--- config.mk ---
export PLATFORM = sky130hd
export DESIGN_NAME = mpuart
export DESIGN_NICKNAME = d
export VERILOG_FILES = /design/src/rtl/mpuart_pkg.sv /design/src/rtl/mpuart_tx.sv /design/src/rtl/mpuart_rx.sv /design/src/rtl/mpuart_match.sv /design/src/rtl/mpuart.sv
export SDC_FILE = /design/constraint.sdc
export NUM_CORES = 1
export LEC_CHECK = 0
export ABC_CLOCK_PERIOD_IN_PS = 2200
export CAP_MARGIN = 20
export CORE_MARGIN = 2
export CORE_UTILIZATION = 40
export DETAILED_ROUTE_END_ITERATION = 8
export GPL_TIMING_DRIVEN = 0
export MAX_ROUTING_LAYER = met4
export PLACE_DENSITY = 0.58
export SLEW_MARGIN = 20
export SYNTH_ARGS = -nofsm -noshare
export SYNTH_HDL_FRONTEND = slang
export SYNTH_SLANG_ARGS = --single-unit
--- constraint.sdc ---
create_clock -name clk -period 2.2 [get_ports clk]
set_input_delay 0.44 -clock clk [delete_from_list [all_inputs] [get_ports clk]]
set_output_delay 0.44 -clock clk [all_outputs]
set_load 0.01 [all_outputs]
--- src/rtl/mpuart_pkg.sv ---
// Shared register addresses, status bit positions and receiver states.
package mpuart_pkg;
    localparam logic [2:0] A_DATA = 3'd0;
    localparam logic [2:0] A_CTRL = 3'd1;
    localparam logic [2:0] A_STAT = 3'd2;
    localparam logic [2:0] A_NODE = 3'd3;
    localparam logic [2:0] A_MASK = 3'd4;

    localparam int S_RXD  = 0;
    localparam int S_TXD  = 1;
    localparam int S_OVR  = 2;
    localparam int S_FERR = 3;
    localparam int S_COLL = 4;
    localparam int S_RB8  = 5;

    typedef enum logic [1:0] {RX_IDLE, RX_START, RX_DATA, RX_STOP} rx_state_t;

    typedef struct packed {
        logic tx_b8;
        logic mp_en;
        logic nine;
    } ctrl_t;
endpackage

--- src/rtl/mpuart_tx.sv ---
// Transmit shifter: sends start, DW data bits LSB first, optional ninth bit
// and stop. Each bit lasts OVS ticks. A load is taken only while idle.
// Assumes tick is a one-cycle enable.
module mpuart_tx #(
    parameter int DW  = 8,
    parameter int OVS = 16
) (
    input  logic          clk,
    input  logic          rst_n,
    input  logic          tick,
    input  logic          load,
    input  logic [DW-1:0] din,
    input  logic          nine,
    input  logic          b8,
    output logic          txd,
    output logic          busy,
    output logic          done
);
    localparam int FW = DW + 3;
    localparam int CW = $clog2(OVS);
    localparam int BW = $clog2(FW + 1);

    logic [FW-1:0] sh;
    logic [CW-1:0] cnt;
    logic [BW-1:0] left;

    // Frame loading, bit timing and shifting.
    always_ff @(posedge clk) begin
        if (!rst_n) begin
            sh   <= '1;
            cnt  <= '0;
            left <= '0;
            busy <= 1'b0;
            done <= 1'b0;
        end else begin
            done <= 1'b0;
            if (load && !busy) begin
                sh   <= {1'b1, (nine ? b8 : 1'b1), din, 1'b0};
                cnt  <= '0;
                left <= nine ? BW'(FW) : BW'(FW - 1);
                busy <= 1'b1;
            end else if (busy && tick) begin
                if (cnt == CW'(OVS - 1)) begin
                    cnt  <= '0;
                    sh   <= {1'b1, sh[FW-1:1]};
                    left <= left - BW'(1);
                    if (left == BW'(1)) begin
                        busy <= 1'b0;
                        done <= 1'b1;
                    end
                end else begin
                    cnt <= cnt + CW'(1);
                end
            end
        end
    end

    // Line drive: idle high, else the current frame bit.
    always_comb txd = busy ? sh[0] : 1'b1;


    tx_done_after_busy_chk: assert property (@(posedge clk) disable iff (!rst_n)
        done |-> $past(busy));

    tx_start_low_chk: assert property (@(posedge clk) disable iff (!rst_n)
        (load && !busy) |=> (txd == 1'b0));
endmodule

--- src/rtl/mpuart_rx.sv ---
// Receive shifter: synchronises rxd, finds a falling edge at tick rate,
// confirms the start bit at mid-bit, then samples the data bits, the
// optional ninth bit and the stop bit at mid-bit. It pulses fdone with the
// frame contents. Assumes tick is a one-cycle enable, OVS per bit.
module mpuart_rx #(
    parameter int DW  = 8,
    parameter int OVS = 16
) (
    input  logic          clk,
    input  logic          rst_n,
    input  logic          tick,
    input  logic          rxd,
    input  logic          nine,
    output logic          fdone,
    output logic [DW-1:0] fdata,
    output logic          fb8,
    output logic          fstop
);
    import mpuart_pkg::*;
    localparam int CW = $clog2(OVS);
    localparam int IW = $clog2(DW + 1);

    logic [1:0]    sync;
    logic          line;
    logic          prev;
    rx_state_t     st;
    logic [CW-1:0] cnt;
    logic [IW-1:0] idx;
    logic [DW:0]   sh;

    // Two-flop synchroniser on the serial input.
    always_ff @(posedge clk) begin
        if (!rst_n) sync <= 2'b11;
        else        sync <= {sync[0], rxd};
    end
    always_comb line = sync[1];

    // Frame state machine, stepped on ticks.
    always_ff @(posedge clk) begin
        if (!rst_n) begin
            st    <= RX_IDLE;
            cnt   <= '0;
            idx   <= '0;
            sh    <= '0;
            prev  <= 1'b1;
            fdone <= 1'b0;
            fstop <= 1'b1;
        end else begin
            fdone <= 1'b0;
            if (tick) begin
                prev <= line;
                unique case (st)
                    RX_IDLE: begin
                        if (prev && !line) begin
                            st  <= RX_START;
                            cnt <= '0;
                        end
                    end
                    RX_START: begin
                        if (cnt == CW'(OVS / 2 - 1)) begin
                            cnt <= '0;
                            idx <= '0;
                            sh  <= '0;
                            st  <= line ? RX_IDLE : RX_DATA;
                        end else begin
                            cnt <= cnt + CW'(1);
                        end
                    end
                    RX_DATA: begin
                        if (cnt == CW'(OVS - 1)) begin
                            cnt     <= '0;
                            sh[idx] <= line;
                            idx     <= idx + IW'(1);
                            if (idx == (nine ? IW'(DW) : IW'(DW - 1)))
                                st <= RX_STOP;
                        end else begin
                            cnt <= cnt + CW'(1);
                        end
                    end
                    RX_STOP: begin
                        if (cnt == CW'(OVS - 1)) begin
                            cnt   <= '0;
                            fstop <= line;
                            fdone <= 1'b1;
                            st    <= RX_IDLE;
                        end else begin
                            cnt <= cnt + CW'(1);
                        end
                    end
                    default: st <= RX_IDLE;
                endcase
            end
        end
    end

    // Frame fields seen by the filter and holding logic.
    always_comb begin
        fdata = sh[DW-1:0];
        fb8   = nine & sh[DW];
    end


    rx_glitch_drop_chk: assert property (@(posedge clk) disable iff (!rst_n)
        (st == RX_START && tick && cnt == CW'(OVS / 2 - 1) && line) |=> (st == RX_IDLE));

    rx_done_from_stop_chk: assert property (@(posedge clk) disable iff (!rst_n)
        fdone |-> $past(st == RX_STOP));
endmodule

--- src/rtl/mpuart_match.sv ---
// Address filter: a hit is a frame with ninth bit 1 whose byte matches the
// node address in every bit the mask enables, or the all-ones broadcast.
// Purely combinational.
module mpuart_match #(
    parameter int DW = 8
) (
    input  logic [DW-1:0] data,
    input  logic          b8,
    input  logic [DW-1:0] node,
    input  logic [DW-1:0] mask,
    output logic          hit
);
    logic own;
    logic bcast;

    // Masked own-address and broadcast compare.
    always_comb begin
        own   = ((data & mask) == (node & mask));
        bcast = &data;
        hit   = b8 & (own | bcast);
    end
endmodule

--- src/rtl/mpuart.sv ---
// Multidrop serial port top: host registers, frame acceptance, holding
// register and sticky flags. Assumes single-cycle host strobes and a
// combinational read path.
module mpuart #(
    parameter int DW  = 8,
    parameter int OVS = 16
) (
    input  logic          clk,
    input  logic          rst_n,
    input  logic          baud_tick,
    input  logic [2:0]    host_addr,
    input  logic          host_wr,
    input  logic          host_rd,
    input  logic [DW-1:0] host_wdata,
    output logic [DW-1:0] host_rdata,
    output logic          irq,
    output logic          txd,
    input  logic          rxd
);
    import mpuart_pkg::*;

    ctrl_t         ctrl;
    logic [DW-1:0] node, mask, hold;
    logic          f_rxd, f_txd, f_ovr, f_ferr, f_coll, rb8, unread;
    logic          tx_load, tx_busy, tx_done;
    logic          fdone, fb8, fstop, hit, accept;
    logic [DW-1:0] fdata;

    always_comb tx_load = host_wr && (host_addr == A_DATA);

    mpuart_tx #(.DW(DW), .OVS(OVS)) u_tx (
        .clk(clk), .rst_n(rst_n), .tick(baud_tick), .load(tx_load),
        .din(host_wdata), .nine(ctrl.nine), .b8(ctrl.tx_b8),
        .txd(txd), .busy(tx_busy), .done(tx_done)
    );

    mpuart_rx #(.DW(DW), .OVS(OVS)) u_rx (
        .clk(clk), .rst_n(rst_n), .tick(baud_tick), .rxd(rxd), .nine(ctrl.nine),
        .fdone(fdone), .fdata(fdata), .fb8(fb8), .fstop(fstop)
    );

    mpuart_match #(.DW(DW)) u_match (
        .data(fdata), .b8(fb8), .node(node), .mask(mask), .hit(hit)
    );

    // Acceptance: filter applies only in nine-bit mode with filtering on.
    always_comb accept = fdone && (!(ctrl.nine && ctrl.mp_en) || hit);

    // Control and address registers.
    always_ff @(posedge clk) begin
        if (!rst_n) begin
            ctrl <= '0;
            node <= '0;
            mask <= '0;
        end else if (host_wr) begin
            if (host_addr == A_CTRL) ctrl <= ctrl_t'(host_wdata[2:0]);
            if (host_addr == A_NODE) node <= host_wdata;
            if (host_addr == A_MASK) mask <= host_wdata;
        end
    end

    // Sticky flags and holding register; a set wins over a same-cycle clear.
    always_ff @(posedge clk) begin
        if (!rst_n) begin
            {f_rxd, f_txd, f_ovr, f_ferr, f_coll, rb8, unread} <= '0;
            hold <= '0;
        end else begin
            if (host_wr && host_addr == A_STAT) begin
                f_rxd  <= f_rxd  & host_wdata[S_RXD];
                f_txd  <= f_txd  & host_wdata[S_TXD];
                f_ovr  <= f_ovr  & host_wdata[S_OVR];
                f_ferr <= f_ferr & host_wdata[S_FERR];
                f_coll <= f_coll & host_wdata[S_COLL];
            end
            if (host_rd && host_addr == A_DATA) unread <= 1'b0;
            if (tx_load && tx_busy) f_coll <= 1'b1;
            if (tx_done) f_txd <= 1'b1;
            if (accept) begin
                hold   <= fdata;
                rb8    <= fb8;
                f_rxd  <= 1'b1;
                unread <= 1'b1;
                if (unread) f_ovr  <= 1'b1;
                if (!fstop) f_ferr <= 1'b1;
            end
        end
    end

    // Read mux and interrupt.
    always_comb begin
        host_rdata = '0;
        unique case (host_addr)
            A_DATA: host_rdata = hold;
            A_CTRL: host_rdata = DW'(ctrl);
            A_STAT: host_rdata = DW'({rb8, f_coll, f_ferr, f_ovr, f_txd, f_rxd});
            A_NODE: host_rdata = node;
            A_MASK: host_rdata = mask;
            default: host_rdata = '0;
        endcase
        irq = f_rxd | f_txd;
    end


    tx_coll_chk: assert property (@(posedge clk) disable iff (!rst_n)
        (tx_load && tx_busy) |=> f_coll);

    overrun_chk: assert property (@(posedge clk) disable iff (!rst_n)
        (accept && unread) |=> (f_ovr && hold == $past(fdata)));

    frame_err_chk: assert property (@(posedge clk) disable iff (!rst_n)
        (accept && !fstop) |=> f_ferr);

    mp_drop_chk: assert property (@(posedge clk) disable iff (!rst_n)
        (fdone && ctrl.nine && ctrl.mp_en && !fb8 && !(host_wr && host_addr == A_STAT))
        |=> ($stable(hold) && f_rxd == $past(f_rxd)));

    bcast_accept_chk: assert property (@(posedge clk) disable iff (!rst_n)
        (fdone && ctrl.nine && fb8 && (&fdata)) |=> (f_rxd && &hold));
endmodule

==> flow_metrics.tcl <==
set metrics [dict create \
    outcome "completed" \
    finalHoldViolCount 0 \
    synth.distinct_cells 56 \
    core_area_sq_um 9240 \
    finalCriticalPeriod_ns 2.11 \
    clock_insertion_delay_worst_skew_ns 0.34 \
    flow.area_growth_from_synthesis_pct 17.3 \
    worstSetupEndpointType "output pin" \
    grt_pass1_vias 3255 \
    largest_net_degree_at_the_start_of_global_routing 13 \
    n_fill_cell 929 \
    postSynthCellCount 463 \
    synthAdderAreaFrac_pct 3.96 \
    min_path_type "reg -> reg" \
    clk_root_buffer_cell "sky130_fd_sc_hd__clkbuf_8" \
    critical_path_class "in -> out" \
    holdBufCountCts 0 \
    diode_count 0 \
    muxShareOfSynthArea_pct 5.67 \
    synthDominantAreaCellType "sky130_fd_sc_hd__dfxtp_1" \
    count_of_input_and_output_buffers 25 \
    postSynthRegisterBits 78 \
    worst_hold_startpoint "u_rx.sync[0]" \
    routed_wire_length_per_instance_um 16.0 \
    final_antenna_net_count 0 \
    synth_area_per_cell_sq_um 8.20 \
    syn_area_sq_um 3790 \
    floorplan.die_area_sq_um 10300 \
    total_vias_in_the_final_route 3344 \
    synth-seq-area-share_pct 41.1 \
    antenna_violations_before_repair 0 \
    max-clock-path-buffers 2 \
    cap_viol_max_count 0 \
    post_synth_and_or_nand_nor_area_fraction_pct 24.0 \
    tritoncts "yes" \
    critical_path.cell_chain "clkbuf_4 -> buf_4 -> and2_4 -> a22o_1 -> clkdlybuf4s50_1" \
    rsz_0062_raised_after_global_routing "false" \
    drv_slew 0 \
    arrival_ns 1.67 \
    holdPathStages 1 \
    firstDrtPassIters 5 \
    fin_worst_skew_ns 0.0107 \
    synthesis.nets 492 \
    reg2reg_slack_ns 0.16 \
    gr-total-overflow 0 \
    final_layout_size_suffix_gt1_share_pct 9.34 \
    crit_path_largest_cell_delay_ns 0.53 \
    finalWirelength_um 10100 \
    ys_warn_count 0 \
    post_layout_utilization_of_the_core_pct 48.2 \
    timing.critical_path.max_delay_family "buffers and inverters" \
    numClockSinks 78 \
    ir_worst_vdd_mv 0.374 \
    synth_compound_gate_area_share_pct 18.0 \
    ys.flop_type "sky130_fd_sc_hd__dfxtp_1" \
    synth_largest_type_area_fraction_pct 41.1 \
    finalWeightedCongestion 0.919 \
    worst-slew-pin-transition_ns 0.635 \
    fp.dieH_um 101 \
    number_of_h_tree_branching_levels 3 \
    power.density_nw_per_um2 599 \
    worstPathRequired_ns 1.76 \
    grt-busiest-layer "met2" \
    ys_top_cells_by_count "sky130_fd_sc_hd__dfxtp_1 (78), sky130_fd_sc_hd__nand2_1 (73), sky130_fd_sc_hd__a21oi_1 (39)" \
    die_w_um 101 \
    global_route.usage.met1_pct 28.4 \
    grt.met3_usage_pct 4.35 \
    grt_first_pass_wirelength_um 16600 \
    total_leakage_power_uw 0.00179 \
    grt.met2_usage_pct 32.9 \
    floorplan.initialDensity_pct 41.1 \
    main_combinational_cell_family_by_area_after_synthesis "simple AND/OR/NAND/NOR gates" \
    synth.most_common_cell "sky130_fd_sc_hd__dfxtp_1" \
    worstRegToRegCells 7 \
    pin_count 27 \
    timing.rr.start "u_rx.st[0]" \
    async_set_or_reset_flop_fraction_in_the_synthesized_netlist_pct 0 \
    cp-start-kind "input pin" \
    placementRows 35 \
    worst_slew_margin_rel_pct 57.5 \
    max_clock_freq_ghz 0.474 \
    power_uw 2670 \
    post_synth_edffs 0 \
    critPathSlowestCell "sky130_fd_sc_hd__clkdlybuf4s50_1" \
    drt_drc_violations_left 0 \
    worst-path-buf-inv 3 \
    final.period_utilization_pct 96.0 \
    detailedPlacementHpwl_um 7310 \
    drt_iter0_markers 172 \
    timing.hold.worst_endpoint "u_rx.sync[1]" \
    report.final.setup_viol 0 \
    detail_route.vias_per_cell 5.29 \
    clkSlewWorstSetupHoldPaths_ns 0.07 \
    fin_nets 529 \
    synth_area_leaders "sky130_fd_sc_hd__dfxtp_1 (41%), sky130_fd_sc_hd__nand2_1 (7.2%), sky130_fd_sc_hd__a21oi_1 (5.1%), sky130_fd_sc_hd__mux2i_1 (4.5%), sky130_fd_sc_hd__ha_1 (4.0%)" \
    synth_xor_xnor_area_share_pct 3.46 \
    grtUsageTotal_pct 21.4 \
    cts_made_buffers 9 \
    crit_path_max_fanout 10 \
]
==> worst register-to-register path: stages, from the launching register on <==
cell and delay, ns:
sky130_fd_sc_hd__dfxtp_1 0.36, sky130_fd_sc_hd__inv_1 0.12, sky130_fd_sc_hd__ha_4 0.21, sky130_fd_sc_hd__or3_1 0.36
sky130_fd_sc_hd__a21oi_2 0.17, sky130_fd_sc_hd__o21bai_2 0.10, sky130_fd_sc_hd__or4_1 0.51, sky130_fd_sc_hd__a21oi_1 0.15
==> flip-flops by register name, summed over array words and instances, names as in the netlist, 2 cells and up, named ones only <==
register,flops
u_tx.sh,10
u_rx.cnt,4
hold,8
u_tx.cnt,4
node,8
u_rx.sync,2
u_rx.sh,9
u_tx.left,4
u_rx.idx,4
mask,8
ctrl,3
==> routing by layer <==
metal  share of wire, %  wire (um)  up-vias
met3                3.7        376       12
met1                 49       4920     1557
met4                1.7        169        0
li1                   -          -     1703
met5                  0          0        -
met2                 46       4660       72
==> cell families (layout without fill, tap and decap cells) <==
kind of cell    after synthesis  in the layout
xor+xnor                     15             15
fa+ha+maj                    12             12
flops                        78             78
simple gates                193            193
compound gates              108            108
buf+inv                      36             76
mux                          21             21
==> through the flow <==
step	hold slack [ns]	TNS (ns)	cell area (sq um)	cells	worst slack (ns)
final	0.409	0	4450	632	0.0886
after global routing	0.428	0	4450	632	0.00214
after CTS	0.411	0	4410	631	0.00892
after detailed placement	0.392	-13.96	4210	617	-0.806
after global placement	0.393	-12.58	4210	617	-0.798
after floorplan	0.386	0	3790	463	0.227
==> report_power, final <==
| group | total [uW] | internal [uW] | switching [uW] |
|---|---|---|---|
| clock | 1010 | 506 | 507 |
| sequential | 1450 | 1430 | 18.2 |
| combinational | 208 | 80.7 | 127 |
==> final cells by class <==
class | count | area, sq um | share of cell area (%)
inverters | 12 | 45.0 | 1.01
flip-flops and latches | 78 | 1560 | 35.1
clock buffers | 9 | 124 | 2.78
well taps | 129 | 161 | 3.63
repair buffers | 26 | 240 | 5.40
multi-input cells | 349 | 2140 | 48.1
clock inverters | 5 | 52.6 | 1.18
plain buffers | 24 | 125 | 2.81
==> cells in the final DEF (no fill, tap or decap), types with 3 or more instances in the layout <==
cell type                         instances
sky130_fd_sc_hd__a21oi_1                 39
sky130_fd_sc_hd__a22o_1                   6
sky130_fd_sc_hd__a22oi_1                  4
sky130_fd_sc_hd__a31oi_1                  5
sky130_fd_sc_hd__and3_1                  13
sky130_fd_sc_hd__buf_2                    4
sky130_fd_sc_hd__buf_4                    3
sky130_fd_sc_hd__clkbuf_1                15
sky130_fd_sc_hd__clkbuf_8                11
sky130_fd_sc_hd__clkdlybuf4s50_1         17
sky130_fd_sc_hd__clkinv_2                 3
sky130_fd_sc_hd__dfxtp_1                 78
sky130_fd_sc_hd__dlygate4sd2_1            4
sky130_fd_sc_hd__ha_1                    11
sky130_fd_sc_hd__inv_1                   11
sky130_fd_sc_hd__mux2_2                   4
sky130_fd_sc_hd__mux2i_1                 17
sky130_fd_sc_hd__nand2_1                 73
sky130_fd_sc_hd__nand2b_1                 5
sky130_fd_sc_hd__nand3_1                 28
sky130_fd_sc_hd__nand3b_1                 3
sky130_fd_sc_hd__nor2_1                  37
sky130_fd_sc_hd__nor2b_1                  4
sky130_fd_sc_hd__nor3_1                   6
sky130_fd_sc_hd__o21ai_0                 28
sky130_fd_sc_hd__o22ai_1                  3
sky130_fd_sc_hd__xnor2_1                  3
sky130_fd_sc_hd__xor2_1                  12
==> repair_timing <==
| action | CTS | global route |
|---|---|---|
| cloned | 0 | 0 |
| gates resized for setup | 27 | 16 |
| buffers inserted | 0 | 1 |
| pin swaps | 0 | 2 |
| setup endpoints to repair | 9 | 13 |
==> worst max path at each step <==
stage / from / to / slack (ns) / cells past startpoint
final: host_addr[1] / host_rdata[6] / 0.09 / 5
after global placement: host_addr[0] / host_rdata[1] / -0.80 / 6
after detailed placement: host_addr[0] / host_rdata[1] / -0.81 / 6
after CTS: host_addr[1] / host_rdata[6] / 0.009 / 5
after global routing: flop / flop / 0.002 / 7
after floorplan: u_rx.st[0] / flop / 0.23 / 7
(Power assumes the default switching activity.)
